==> config.mk <==
export PLATFORM = sky130hd
export DESIGN_NAME = sigfwd_check
export DESIGN_NICKNAME = d
export VERILOG_FILES = /design/src/rtl/sigfwd_pkg.sv /design/src/rtl/sigfwd_match.sv /design/src/rtl/sigfwd_youngest.sv /design/src/rtl/sigfwd_check.sv
export SDC_FILE = /design/constraint.sdc
export NUM_CORES = 1
export LEC_CHECK = 0
export ABC_AREA = 1
export BUFFER_PORTS_ARGS = -buffer_cell sky130_fd_sc_hd__buf_2
export CELL_PAD_IN_SITES_DETAIL_PLACEMENT = 1
export CELL_PAD_IN_SITES_GLOBAL_PLACEMENT = 1
export CORE_AREA = 5 5 183 185
export CTS_CLUSTER_SIZE = 28
export DETAILED_ROUTE_END_ITERATION = 8
export DIE_AREA = 0 0 188 190
export PLACE_DENSITY = 0.71
export SETUP_SLACK_MARGIN = 0.3
export SYNTH_ARGS = -nofsm -noshare
export SYNTH_HDL_FRONTEND = slang
export SYNTH_SLANG_ARGS = --single-unit
==> constraint.sdc <==
create_clock -name clk -period 0.8 [get_ports clk]
set_input_delay 0.2 -clock clk [delete_from_list [all_inputs] [get_ports clk]]
set_output_delay 0.2 -clock clk [all_outputs]
set_load 0.03 [all_outputs]
==> src/rtl/sigfwd_pkg.sv <==
package sigfwd_pkg;
    typedef enum logic [1:0] {
        LDC_NORMAL  = 2'b00,
        LDC_FWD     = 2'b01,
        LDC_EARLY   = 2'b10,
        LDC_DELAYED = 2'b11
    } ld_class_e;
endpackage

==> src/rtl/sigfwd_match.sv <==
// Per-entry signature comparator: an entry hits only if valid, resolved and
// equal in both color and displacement.
module sigfwd_match #(
    parameter int DEPTH = 8,
    parameter int CW    = 6,
    parameter int DW    = 12
) (
    input  logic [DEPTH-1:0]    st_valid,
    input  logic [DEPTH-1:0]    st_known,
    input  logic [DEPTH*CW-1:0] st_color,
    input  logic [DEPTH*DW-1:0] st_disp,
    input  logic [CW-1:0]       ld_color,
    input  logic [DW-1:0]       ld_disp,
    output logic [DEPTH-1:0]    hit
);
    for (genvar i = 0; i < DEPTH; i++) begin : g_ent
        logic color_eq;
        logic disp_eq;
        assign color_eq = (st_color[i*CW +: CW] == ld_color);
        assign disp_eq  = (st_disp[i*DW +: DW] == ld_disp);
        assign hit[i]   = st_valid[i] & st_known[i] & color_eq & disp_eq;
    end
endmodule

==> src/rtl/sigfwd_youngest.sv <==
// Finds the youngest (highest index) valid queue entry.
module sigfwd_youngest #(
    parameter int DEPTH = 8,
    localparam int IW = (DEPTH > 1) ? $clog2(DEPTH) : 1
) (
    input  logic [DEPTH-1:0] st_valid,
    output logic             any,
    output logic [IW-1:0]    idx
);
    always_comb begin
        any = 1'b0;
        idx = '0;
        for (int i = 0; i < DEPTH; i++) begin
            if (st_valid[i]) begin
                any = 1'b1;
                idx = IW'(i);
            end
        end
    end
endmodule

==> src/rtl/sigfwd_check.sv <==
module sigfwd_check
    import sigfwd_pkg::*;
#(
    parameter int DEPTH = 8,
    parameter int CW    = 6,
    parameter int DW    = 12,
    parameter int XW    = 32
) (
    input  logic                clk,
    input  logic                rst_n,
    input  logic [DEPTH-1:0]    st_valid,
    input  logic [DEPTH-1:0]    st_known,
    input  logic [DEPTH*CW-1:0] st_color,
    input  logic [DEPTH*DW-1:0] st_disp,
    input  logic [DEPTH*XW-1:0] st_data,
    input  logic                ld_valid,
    input  logic                ld_known,
    input  logic [CW-1:0]       ld_color,
    input  logic [DW-1:0]       ld_disp,
    output logic                res_valid,
    output logic [1:0]          res_class,
    output logic [XW-1:0]       res_data
);
    localparam int IW = (DEPTH > 1) ? $clog2(DEPTH) : 1;

    typedef struct packed {
        logic            vld;
        ld_class_e       cls;
        logic [XW-1:0]   data;
    } res_t;

    logic [DEPTH-1:0] hit;
    logic             any_st;
    logic [IW-1:0]    y_idx;
    res_t             res_d, res_q;

    sigfwd_match #(.DEPTH(DEPTH), .CW(CW), .DW(DW)) u_match (
        .st_valid (st_valid),
        .st_known (st_known),
        .st_color (st_color),
        .st_disp  (st_disp),
        .ld_color (ld_color),
        .ld_disp  (ld_disp),
        .hit      (hit)
    );

    sigfwd_youngest #(.DEPTH(DEPTH)) u_young (
        .st_valid (st_valid),
        .any      (any_st),
        .idx      (y_idx)
    );

    // Only the youngest queued store may forward: anything younger than a
    // matching store would be an intervening store.
    always_comb begin
        res_d = '0;
        if (ld_valid) begin
            res_d.vld = 1'b1;
            if (!ld_known) begin
                res_d.cls = LDC_NORMAL;
            end else if (!any_st) begin
                res_d.cls = LDC_EARLY;
            end else if (hit[y_idx]) begin
                res_d.cls  = LDC_FWD;
                res_d.data = st_data[y_idx*XW +: XW];
            end else begin
                res_d.cls = LDC_DELAYED;
            end
        end
    end

    always_ff @(posedge clk or negedge rst_n) begin
        if (!rst_n) res_q <= '0;
        else        res_q <= res_d;
    end

    assign res_valid = res_q.vld;
    assign res_class = res_q.cls;
    assign res_data  = res_q.data;
endmodule

# ---- After elaboration in Yosys (flattened, before gate mapping)
# Cells that the tools add are included.
dict set report op_classes {
  n_shift 1
  n_eq_ne 16
  bitwise_logic 24
  muxes 24
  n_lt_le_gt_ge 1
}
# operator n
set op_table {}
lappend op_table {{256-bit by 9-bit variable part select with 32-bit output} 1}
lappend op_table {{12-bit == test} 8}
lappend op_table {{32-bit two-way mux} 3}
lappend op_table {{6-bit == test} 8}
lappend op_table {{35-bit two-way mux} 1}
lappend op_table {{1-bit AND} 24}
lappend op_table {{3-bit two-way mux} 4}
lappend op_table {{1-bit two-way mux} 10}
lappend op_table {{2-bit two-way mux} 5}
lappend op_table {{3-bit by 4-bit < comparator with 1-bit output, second input constant} 1}
lappend op_table {{1-bit binary-select mux with 3-bit select} 1}
dict set report totals {
  wordCells 69
  ff_bits 35
  output_inout_bits 35
}

# ---- Logic depth before layout (Yosys ltp)
# Gate-level depths: netlist of run 1.
dict set report logic_depth {
  word_depth 13
  mapped_depth 16
  mapped_depth_nobuf 14
}

# ---- Modules after synthesis
# From an unflattened synthesis of run 1, not the netlist that was laid out.
dict set report unflattened {
  cells_unflattened 1354
  area_unflattened_um2 6577.6
}
# mod instances cells_per_inst area_per_inst_um2 seq_area_each_um2
set by_module_without_submodules {}
lappend by_module_without_submodules {sigfwd_check 1 762 3962.6 875.8}
lappend by_module_without_submodules {sigfwd_match 1 572 2537.4 0.0}
lappend by_module_without_submodules {sigfwd_youngest 1 20 77.6 0.0}

# ---- Worst setup path before layout of run 1
# No wires, ideal clock.
dict set report synth_path {
  path_type {in2reg}
  start {input port ld_color[1]}
  end {register res_q (netlist bit res_data[22])}
  slack_ns -0.759
  cell_stages 12
  arrival_ns 1.443
  path_buffers 2
  setup_time_ns 0.116
  required_time_ns 0.684
  path_cell_list {clkbuf_2 > inv_2 > or2_2 > nand4_1 > nor2_1 > nand2_1 > nor2_1 > nor2_1 > nand3_1 > nand3_4 > buf_6 > nor2_2}
}
# item line_no
set synth_rtl {}
lappend synth_rtl {{from (decl)} sigfwd_check.sv:18} ;# input logic [CW-1:0] ld_color,
lappend synth_rtl {{to (signal assigned)} sigfwd_check.sv:74} ;# else res_q <= res_d;
lappend synth_rtl {{to (decl)} sigfwd_check.sv:35} ;# res_t res_d, res_q;

==> results of run 1 <==
## cells by family after synthesis
group	Yosys count
buf+inv	171
xor+xnor	34
compound gates	183
simple gates	751
flops	35
## metrics by stage
step                      setup TNS, ns  hold WS, ns  setup WS [ns]  utilization  cells
after global routing             -39.36      -0.0982         -0.965        0.347   2132
after detailed placement         -40.04        0.192          -1.27        0.302   2090
after floorplan                  -19.70      -0.0956         -0.607            -   1174
final                            -35.72       -0.113         -0.884        0.348   2136
after global placement           -39.08        0.184          -1.22        0.302   2090
after CTS                        -34.79       -0.113         -0.839        0.336   2118
## sequential cells by signal, indices dropped and copies added, names as in the netlist
register / cells
res_data: 32
res_class: 2
res_valid: 1
## synthesized netlist by cell type (all sizes together)
master and number:
o21bai 1, buf 45, nand4 9, xor2 27, nand2 243, nand3 113, or2 5, dfrtp 35
xnor2 7, a21oi 8, o21ai 174, nor4 1, inv 101, nor2 368, clkbuf 25, nor3 12
## layout make-up
type	instances	area [sq um]
flip-flops and latches	35	918
clock buffers	6	129
clock inverters	2	12.5
multi-input cells	968	4760
well taps	408	510
inverters	101	454
repair buffers	602	4270
diodes	14	35.0
fillers	4255	20800
## power groups by stage
stage	clock network, mW	registers, mW	logic (mW)
after global placement	0	1.84	4.69
final	1.95	1.82	5.44
after CTS	2.04	1.82	5.28
after global routing	2.11	1.82	5.95
after detailed placement	0	1.84	4.76
after floorplan	0	1.90	2.18
## critical path: stages
cell,delay (ns)
buf_8,0.13
buf_6,0.12
nand2_2,0.06
nand4_1,0.16
nor3_1,0.22
nand2_1,0.11
nor2_2,0.14
nor2_2,0.07
nand3_2,0.10
nand3_4,0.14
buf_12,0.17
buf_16,0.15
nor2_4,0.11
## metal layers
| layer | global-route usage | share of wire | vias up |
|---|---|---|---|
| met1 | 0.246 | 0.38 | 4616 |
| li1 | - | - | 4795 |
| met4 | 0.101 | 0.046 | 14 |
| met5 | 0 | 0.0021 | - |
| met3 | 0.0558 | 0.069 | 100 |
| met2 | 0.416 | 0.50 | 428 |
## timing repair
item                                    4_1_cts  5_1_grt
endpoints found under the setup margin       69       69
buffers inserted                             15        3
pin swaps                                    17       57
gates resized for setup                     205       86
hold endpoints to repair                     35       35
cloned                                        5        1
## worst paths after layout
path                            start                      to  slack, ns  cells past startpoint
max                        ld_disp[9]  res_data[30]$_DFF_PN0_      -0.88                     13
min                             rst_n  res_data[20]$_DFF_PN0_      -0.11                      2
max in group asynchronous       rst_n  res_data[28]$_DFF_PN0_       0.69                      2
min in group clk             ld_valid     res_valid$_DFF_PN0_       0.12                      2
==> out/metrics.yaml, run 1 <==
yosys:
  syn_avg_cell_area_sq_um: 5.14
  yosysSeqAreaShare: 0.145
  yosys.area_share.simple: 0.518
  synth_top_cell_area_share: 0.209
  synth.distinct_cells: 28
  synth_cells: 1174
  ys_top_cells_by_area: "nor2_1, nand2_1, dfrtp_1"
  synthAdderAreaFrac: 0
  synth_compound_area_frac: 0.154
  ys_warn_count: 0
  yosys.area.top_type: "nor2_1"
  synth_area_sq_um: 6040
  synth-seq-cells: 35
  synthMuxAreaShare: 0
  synth_top_family_by_area: "simple AND/OR/NAND/NOR gates"
  synthXorXnorAreaFrac: 0.0493
  syn_nets: 1612
final_layout:
  final_cell_mix: "buf_2, nor2_1, nand2_1"
  fin_nets: 2151
  layout_commonest_cell: "buf_2"
  areaGrowthSynthToFinish_pct: 83.6
  drive_gt1_frac: 0.449
  stdcell_area_sq_um: 11100
worst_setup_path:
  path_class: "in -> reg"
  endpoint_kind: "flop"
  crit_fanout: 8
  required_ns: 1.01
  startpoint_type: "primary input"
  cp.arrival_ns: 1.89
floorplanning:
  die_area_sq_um: 35700
  io_pins: 473
  start_util: 0.189
  rows: 66
  die_h_um: 190
  die_w_um: 188
  core-area_sq_um: 31900
placed_design:
  gp_congestion: 0.974
  dpl_cell_area_sq_um: 9630
  hpwl_mm: 35.7
  portBuffers: 472
run:
  max-cap-violations: 0
pwr:
  irDropWorstVdd_mv: 0.697
  power.switching_mw: 3.75
  seqPwrFrac: 0.197
  power_mw: 9.21
  netSwitchingFraction: 0.407
  combPwrFrac: 0.591
  p_int_mw: 5.46
  p_per_area_nw_per_um2: 831
  p_leak_nw: 5.68
  clkPwrFrac: 0.212
route:
  drt_first_iter_violations: 282
  post_drt_wl_per_cell_um: 20.1
  wl_mm: 43.0
  dr.pass1.iters: 4
  ant_nets: 0
  drc: 0
  vias: 9953
  via_per_inst: 4.66
clock_tree:
  numCtsBuffers: 5
  ctsHtreeMaxLevel: 2
  path_clk_slew_ns: 0.06
  cts.sinks: 35
  cts_tree: "built"
  root_buffer: "clkbuf_16"
  clockBufferDepth: 2
min_path:
  hp-class: "in -> async"
run_status:
  status: "finished, violations left"
  violations: "negative hold slack, negative setup slack"
global_route:
  antenna_found_initial: 19
  grt_pass1_wl_mm: 62.2
  grt_pass1_vias: 10800
  grt_usage: 0.226
  grt_max_degree: 60
  overflow: 0
timing:
  fin_crit_ns: 1.68
  finalCritPeriodShare: 2.11
  whs_ns: -0.113
  rsz0062_at_grt: "yes"
  maxSlewHeadroom: 0.790
  setup_viol: 69
  tightestPinTransition_ns: 0.313
  hold_viol: 35
  fin_ws_ns: -0.884
  max_freq_mhz: 594
  drv_slew: 0
Power figures use the tool's default switching activity.
==> inputs of run 2 (changes only) <==
--- a/config.mk
+++ b/config.mk
@@ -5,15 +5,15 @@
 export SDC_FILE = /design/constraint.sdc
 export NUM_CORES = 1
 export LEC_CHECK = 0
-export ABC_AREA = 1
 export BUFFER_PORTS_ARGS = -buffer_cell sky130_fd_sc_hd__buf_2
 export CELL_PAD_IN_SITES_DETAIL_PLACEMENT = 1
 export CELL_PAD_IN_SITES_GLOBAL_PLACEMENT = 1
-export CORE_AREA = 5 5 183 185
+export CORE_AREA = 5 5 182 184
 export CTS_CLUSTER_SIZE = 28
 export DETAILED_ROUTE_END_ITERATION = 8
-export DIE_AREA = 0 0 188 190
-export PLACE_DENSITY = 0.71
+export DIE_AREA = 0 0 187 189
+export PLACE_DENSITY = 0.63
+export REMOVE_ABC_BUFFERS = 1
 export SETUP_SLACK_MARGIN = 0.3
 export SYNTH_ARGS = -nofsm -noshare
 export SYNTH_HDL_FRONTEND = slang
==> out/metrics.yaml, run 2 <==
final_layout:
  fin_nets: 1618  # was 2151
  largest_register_ff_count: 32  # unchanged
  final_cell_mix: "buf_2, buf_4, xor2_1"  # was buf_2, nor2_1, nand2_1
  multiInputGateArea_sq_um: 4790  # was 4760 sq um
  drive_gt1_frac: 0.555  # was 0.449
  final-seq-area_sq_um: 876  # was 918 sq um
  utilization: 0.325  # was 0.348
  antennaDiodeCount: 0  # was 14
  layout_commonest_cell: "buf_2"  # unchanged
  nFillCells: 3800  # was 4255
  areaGrowthSynthToFinish_pct: 87.9  # was 83.6%
  stdcell_area_sq_um: 10100  # was 11100 sq um
clock_tree:
  clockBufferDepth: 2  # unchanged
  path_clk_slew_ns: 0.06  # about the same
  ctsHtreeMaxLevel: 2  # unchanged
  cts_tree: "built"  # unchanged
  root_buffer: "clkbuf_16"  # unchanged
  numCtsBuffers: 5  # unchanged
  cts.sinks: 35  # unchanged
route:
  wl_mm: 37.4  # was 43.0 mm
  top_layer: "met5"  # unchanged
  met3_wirelength_mm: 2.46  # was 2.96 mm
  post_drt_wl_per_cell_um: 23.6  # was 20.1 um
  drt_first_iter_violations: 219  # was 282
  via_per_inst: 4.74  # was 4.66
  vias: 7499  # was 9953
  wl_met2_mm: 20.2  # was 21.7 mm
  ant_nets: 0  # unchanged
  drc: 0  # unchanged
  wl_met1_mm: 13.9  # was 16.2 mm
  dr.pass1.iters: 4  # unchanged
worst_setup_path:
  startpoint_type: "primary input"  # unchanged
  required_ns: 0.98  # was 1.01 ns
  max_stage_delay_ns: 0.55  # was 0.22 ns
  crit_slowest_cell: "or4_4"  # was nor3_1
  path_class: "in -> reg"  # unchanged
  endpoint_kind: "flop"  # unchanged
  crit_chain: "buf_6 > xor2_1 > or4_4 > nor4_4 > buf_4 > a31oi_4 > a22o_4 > clkbuf_16 > a2111oi_4"  # was buf_8 > buf_6 > nand2_2 > nand4_1 > nor3_1 > nand2_1 > nor2_2 > nor2_2 > nand3_2 > nand3_4 > buf_12 > buf_16 > nor2_4
  cp.arrival_ns: 2.26  # was 1.89 ns
  crit_fanout: 8  # unchanged
yosys:
  synth-seq-cells: 35  # unchanged
  yosys.area.top_type: "dfrtp_1"  # was nor2_1
  synth_top_family_by_area: "compound AO/OA/AOI/OAI gates"  # was simple AND/OR/NAND/NOR gates
  ys_warn_count: 0  # unchanged
  synth-main-ff-cell: "dfrtp_1"  # unchanged
  synth_cells: 661  # was 1174
  synthTopCellsByCount: "xor2_1, nand2_1, xnor2_1"  # was nor2_1, nand2_1, o21ai_0
  synthAdderAreaFrac: 0  # unchanged
  yosys.area_share.simple: 0.159  # was 0.518
  synth_edf_count: 0  # unchanged
  ys_top_cells_by_area: "dfrtp_1, xor2_1, xnor2_1"  # was nor2_1, nand2_1, dfrtp_1
  synth_area_sq_um: 5400  # was 6040 sq um
  synthMostInstantiatedCell: "xor2_1"  # was nor2_1
  synth_top_cell_area_share: 0.162  # was 0.209
  synthMuxAreaShare: 0.0594  # was 0
  synth_compound_area_frac: 0.318  # was 0.154
  synthXorXnorAreaFrac: 0.234  # was 0.0493
  yosysSeqAreaShare: 0.162  # was 0.145
  postSynth.asyncResetShare: 1.00  # unchanged
  syn_avg_cell_area_sq_um: 8.16  # was 5.14 sq um
  synth.distinct_cells: 37  # was 28
placed_design:
  portBuffers: 472  # unchanged
  hpwl_mm: 31.1  # was 35.7 mm
  dpl_cell_area_sq_um: 8950  # was 9630 sq um
  gp_congestion: 1.00  # was 0.974
run_status:
  violations: "negative hold slack, negative setup slack"  # unchanged
  status: "finished, violations left"  # unchanged
pwr:
  p_leak_nw: 4.89  # was 5.68 nW
  power.switching_mw: 3.31  # was 3.75 mW
  power_mw: 8.54  # was 9.21 mW
  p_int_mw: 5.23  # was 5.46 mW
  combPwrFrac: 0.555  # was 0.591
  seqPwrFrac: 0.211  # was 0.197
  netSwitchingFraction: 0.388  # was 0.407
  irDropWorstVdd_mv: 0.564  # was 0.697 mV
  clkPwrFrac: 0.234  # was 0.212
  p_per_area_nw_per_um2: 842  # was 831 nW/um^2
global_route:
  antenna_found_initial: 5  # was 19
  grt_pass1_vias: 8463  # was 10800
  grt_pass1_wl_mm: 53.6  # was 62.2 mm
  grt_usage: 0.199  # was 0.226
  grt_max_degree: 51  # was 60
  overflow: 0  # unchanged
timing:
  rsz0062_at_grt: "yes"  # unchanged
  setup_viol: 69  # unchanged
  finalCritPeriodShare: 2.59  # was 2.11
  fin_ws_ns: -1.27  # was -0.884 ns
  maxSlewHeadroom: 0.662  # was 0.790
  fin_crit_ns: 2.07  # was 1.68 ns
  tightestPinTransition_ns: 0.503  # was 0.313 ns
  max_freq_mhz: 482  # was 594 MHz
  drv_slew: 0  # unchanged
  whs_ns: -0.144  # was -0.113 ns
  hold_viol: 35  # unchanged
  fin_tns_setup_ns: -48.65  # was -35.72 ns
floorplanning:
  die_h_um: 189  # was 190 um
  start_util: 0.173  # was 0.189
  rows: 65  # was 66
  die_area_sq_um: 35300  # was 35700 sq um
  die_w_um: 187  # was 188 um
  io_pins: 473  # unchanged
  core-area_sq_um: 31200  # was 31900 sq um
run:
  max-cap-violations: 0  # unchanged
min_path:
  hp-class: "in -> async"  # unchanged
-- run 2: cell count changes in the layout (fill, tap and decap cells not counted), sizes merged, moves of 46 or more --
| cell | previous run | this run |
|---|---|---|
| nand3 | 113 | 13 |
| xnor2 | 7 | 71 |
| inv | 101 | 2 |
| nor2 | 368 | 5 |
| xor2 | 27 | 73 |
| nand2 | 243 | 71 |
| o21ai | 174 | 2 |
| a21oi | 8 | 65 |
-- run 2: kinds of logic (layout without fill, tap and decap cells) --
logic type      Yosys count  count (layout)
compound gates          203             203
xor+xnor                144             144
buf+inv                  77             597
flops                    35              35
mux                      32              32
simple gates            170             170
-- run 2: routing by layer --
metal	GRT usage	vias up
met5	0	-
met4	0.0435	6
met3	0.0516	44
met2	0.388	331
met1	0.214	3599
li1	-	3519
-- run 2: what timing repair did --
item / 4_1_cts / 5_1_grt
resized for setup: 136 / 19
pin swaps: 13 / 6
buffers inserted: 5 / 4
gates cloned: 2 / 1
endpoints found under the hold margin: 35 / 35
endpoints found under the setup margin: 69 / 69
-- run 2: final timing paths --
path,start,end,slack [ns],depth (start not counted)
max,st_disp[45],res_data[10]$_DFF_PN0_,-1.27,9
min,rst_n,res_data[5]$_DFF_PN0_,-0.14,2
max in group asynchronous,rst_n,res_data[20]$_DFF_PN0_,0.67,2
min in group clk,ld_valid,res_valid$_DFF_PN0_,0.16,2
-- run 2: final cells by class --
type                            instances  share of cell area
Clock buffer                            6              0.0127
Clock inverter                          2             0.00123
Inverter                                2            0.000740
Multi-Input combinational cell        549               0.472
Sequential cell                        35              0.0864
Tap cell                              402              0.0496
Timing Repair Buffer                  587               0.377
-- run 2: power groups by stage --
stage / Sequential [mW] / Clock (mW) / Combinational, mW
final: 1.80 / 2.00 / 4.74
after global routing: 1.80 / 2.18 / 5.11
after CTS: 1.80 / 2.09 / 4.70
after detailed placement: 1.83 / 0 / 4.37
after global placement: 1.83 / 0 / 4.30
after floorplan: 1.87 / 0 / 1.79
-- run 2: metrics by stage --
stage	setup WS, ns	hold slack [ns]	instances
6_report	-1.27	-0.144	1583
5_1_grt	-1.35	-0.150	1583
2_1_floorplan	-6.43	-0.0956	586
3_3_place_gp	-1.84	0.158	1563
3_5_place_dp	-1.85	0.166	1563
4_1_cts	-1.26	-0.149	1578
-- run 2: critical path: cells and delay by family --
family	cells	cell delay, ns
buffers and inverters	3	0.46
xor gates and xnor gates	1	0.15
and+or+nand+nor	2	0.70
AOI/OAI and AO/OA	3	0.74
==> inputs of run 3 (changes only) <==
--- a/config.mk
+++ b/config.mk
@@ -6,13 +6,11 @@
 export NUM_CORES = 1
 export LEC_CHECK = 0
 export BUFFER_PORTS_ARGS = -buffer_cell sky130_fd_sc_hd__buf_2
-export CELL_PAD_IN_SITES_DETAIL_PLACEMENT = 1
-export CELL_PAD_IN_SITES_GLOBAL_PLACEMENT = 1
 export CORE_AREA = 5 5 182 184
 export CTS_CLUSTER_SIZE = 28
 export DETAILED_ROUTE_END_ITERATION = 8
 export DIE_AREA = 0 0 187 189
-export PLACE_DENSITY = 0.63
+export PLACE_DENSITY = 0.46
 export REMOVE_ABC_BUFFERS = 1
 export SETUP_SLACK_MARGIN = 0.3
 export SYNTH_ARGS = -nofsm -noshare
==> out/metrics.yaml, run 3 (synthesis results as in run 2) <==
final_layout:
  largest_register_ff_count: 32  # unchanged
  areaGrowthSynthToFinish_pct: 95.5  # was 87.9%
  fin_nets: 1620  # was 1618
  stdcell_area_sq_um: 10500  # was 10100 sq um
  nFillCells: 3348  # was 3800
  drive_gt1_frac: 0.568  # was 0.555
  layout_commonest_cell: "buf_2"  # unchanged
  final_cell_mix: "buf_2, buf_4, nand2_1"  # was buf_2, buf_4, xor2_1
  final_cells: 1592  # was 1583
min_path:
  hp-class: "in -> async"  # unchanged
worst_setup_path:
  crit_chain: "buf_4 > xor2_2 > or4_4 > nor4_4 > buf_4 > a31oi_4 > a22o_4 > clkbuf_16 > a2111oi_4"  # was buf_6 > xor2_1 > or4_4 > nor4_4 > buf_4 > a31oi_4 > a22o_4 > clkbuf_16 > a2111oi_4
  startpoint_type: "primary input"  # unchanged
  crit_slowest_cell: "or4_4"  # unchanged
  crit_path_frequent_cell: "buf_4"
  crit_fanout: 7  # was 8
  max_stage_delay_ns: 0.50  # was 0.55 ns
  endpoint_kind: "flop"  # unchanged
  cp.arrival_ns: 2.27  # was 2.26 ns
  required_ns: 0.97  # was 0.98 ns
  path_class: "in -> reg"  # unchanged
floorplanning:
  start_util: 0.173  # unchanged
  core-area_sq_um: 31200  # unchanged
  die_w_um: 187  # unchanged
  io_pins: 473  # unchanged
  die_h_um: 189  # unchanged
  die_area_sq_um: 35300  # unchanged
  rows: 65  # unchanged
run_status:
  violations: "negative hold slack, negative setup slack"  # unchanged
  status: "finished, violations left"  # unchanged
timing:
  whs_ns: -0.143  # was -0.144 ns
  max_freq_mhz: 478  # was 482 MHz
  rsz0062_at_grt: "yes"  # unchanged
  tightestPinTransition_ns: 0.828  # was 0.503 ns
  drv_slew: 0  # unchanged
  hold_viol: 35  # unchanged
  setup_viol: 69  # unchanged
  fin_ws_ns: -1.29  # was -1.27 ns
  fin_crit_ns: 2.09  # was 2.07 ns
  finalCritPeriodShare: 2.62  # was 2.59
  maxSlewHeadroom: 0.446  # was 0.662
  fin_tns_setup_ns: -48.88  # was -48.65 ns
route:
  post_drt_wl_per_cell_um: 22.5  # was 23.6 um
  via_per_inst: 4.69  # was 4.74
  vias: 7459  # was 7499
  dr.pass1.iters: 4  # unchanged
  drt_first_iter_violations: 264  # was 219
  wl_mm: 35.8  # was 37.4 mm
  ant_nets: 0  # unchanged
  drc: 0  # unchanged
run:
  max-cap-violations: 0  # unchanged
pwr:
  p_per_area_nw_per_um2: 853  # was 842 nW/um^2
  p_leak_nw: 5.03  # was 4.89 nW
  irDropWorstVdd_mv: 0.636  # was 0.564 mV
placed_design:
  dpl.cell_count: 1553  # was 1563
  dpl_cell_area_sq_um: 8910  # was 8950 sq um
  gp_congestion: 0.902  # was 1.00
  hpwl_mm: 28.8  # was 31.1 mm
  portBuffers: 472  # unchanged
global_route:
  overflow: 0  # unchanged
  grt_max_degree: 51  # unchanged
  grt_pass1_wl_mm: 48.9  # was 53.6 mm
  grt_pass1_vias: 7854  # was 8463
  grt_usage: 0.181  # was 0.199
  antenna_found_initial: 5  # unchanged
clock_tree:
  root_buffer: "clkbuf_16"  # unchanged
  ctsHtreeMaxLevel: 2  # unchanged
  clockBufferDepth: 2  # unchanged
  cts_tree: "built"  # unchanged
  cts.sinks: 35  # unchanged
  path_clk_slew_ns: 0.07  # was 0.06 ns
  numCtsBuffers: 5  # unchanged
run 3: cell types whose count changed in the layout (fill, tap and decap cells not counted), moves of 6 or more:
cell       before  now
buf_2         429  417
buf_4          84   78
buf_6          50   57
clkbuf_16       6   13
diode_2         0    7
xor2_1         73   65
run 3: routing by layer:
| metal | vias to the layer above | global-route usage | routed length, um |
|---|---|---|---|
| met5 | - | 0 | 0 |
| met4 | 0 | 0.0523 | 732 |
| met3 | 33 | 0.0393 | 2240 |
| met2 | 357 | 0.347 | 19000 |
| met1 | 3537 | 0.199 | 13800 |
| li1 | 3532 | - | - |
run 3: layout make-up:
class / count / area, sq um / share of cell area
Tap cell: 402 / 503 / 0.0477
Sequential cell: 35 / 876 / 0.0830
Multi-Input combinational cell: 549 / 4890 / 0.464
Inverter: 2 / 7.51 / 0.000712
Timing Repair Buffer: 589 / 4080 / 0.387
Clock inverter: 3 / 43.8 / 0.00415
Antenna cell: 7 / 17.5 / 0.00166
Clock buffer: 5 / 125 / 0.0119
run 3: report_power, final:
part / leakage [nW] / total [mW] / internal (mW) / switching, mW
combinational: 4.46 / 4.89 / 2.45 / 2.43
sequential: 0.484 / 1.80 / 1.79 / 0.0102
clock: 0.0838 / 2.31 / 1.47 / 0.840
run 3: worst paths after layout:
path                              start                endpoint  slack [ns]  cells past startpoint
setup / recovery           st_color[19]   res_data[4]$_DFF_PN0_       -1.29                      9
hold / removal                    rst_n   res_data[0]$_DFF_PN0_       -0.14                      2
max in group asynchronous         rst_n  res_data[31]$_DFF_PN0_        0.66                      2
min in group clk               ld_valid     res_valid$_DFF_PN0_        0.18                      2
run 3: what timing repair did:
action                                 in CTS  in global routing
buffers inserted                            1                 12
resized for setup                          92                110
pin swaps                                   5                 18
endpoints found under the hold margin      35                 35
setup endpoints to repair                  69                 69
cloned                                      2                  9
run 3: stage by stage:
stage	hold WS [ns]	power, mW	utilization	setup slack, ns
final	-0.143	8.99	0.338	-1.29
after global routing	-0.147	9.52	0.338	-1.34
after CTS	-0.149	8.62	0.304	-1.30
after detailed placement	0.170	6.10	0.285	-1.87
after global placement	0.153	6.08	0.285	-1.85
after floorplan	-0.0956	3.65	-	-6.43
run 3: critical path: cells and delay by family:
family / cells / cell delay, ns
compound gates: 3 / 0.75
xor+xnor: 1 / 0.17
buf+inv: 3 / 0.49
simple gates: 2 / 0.66
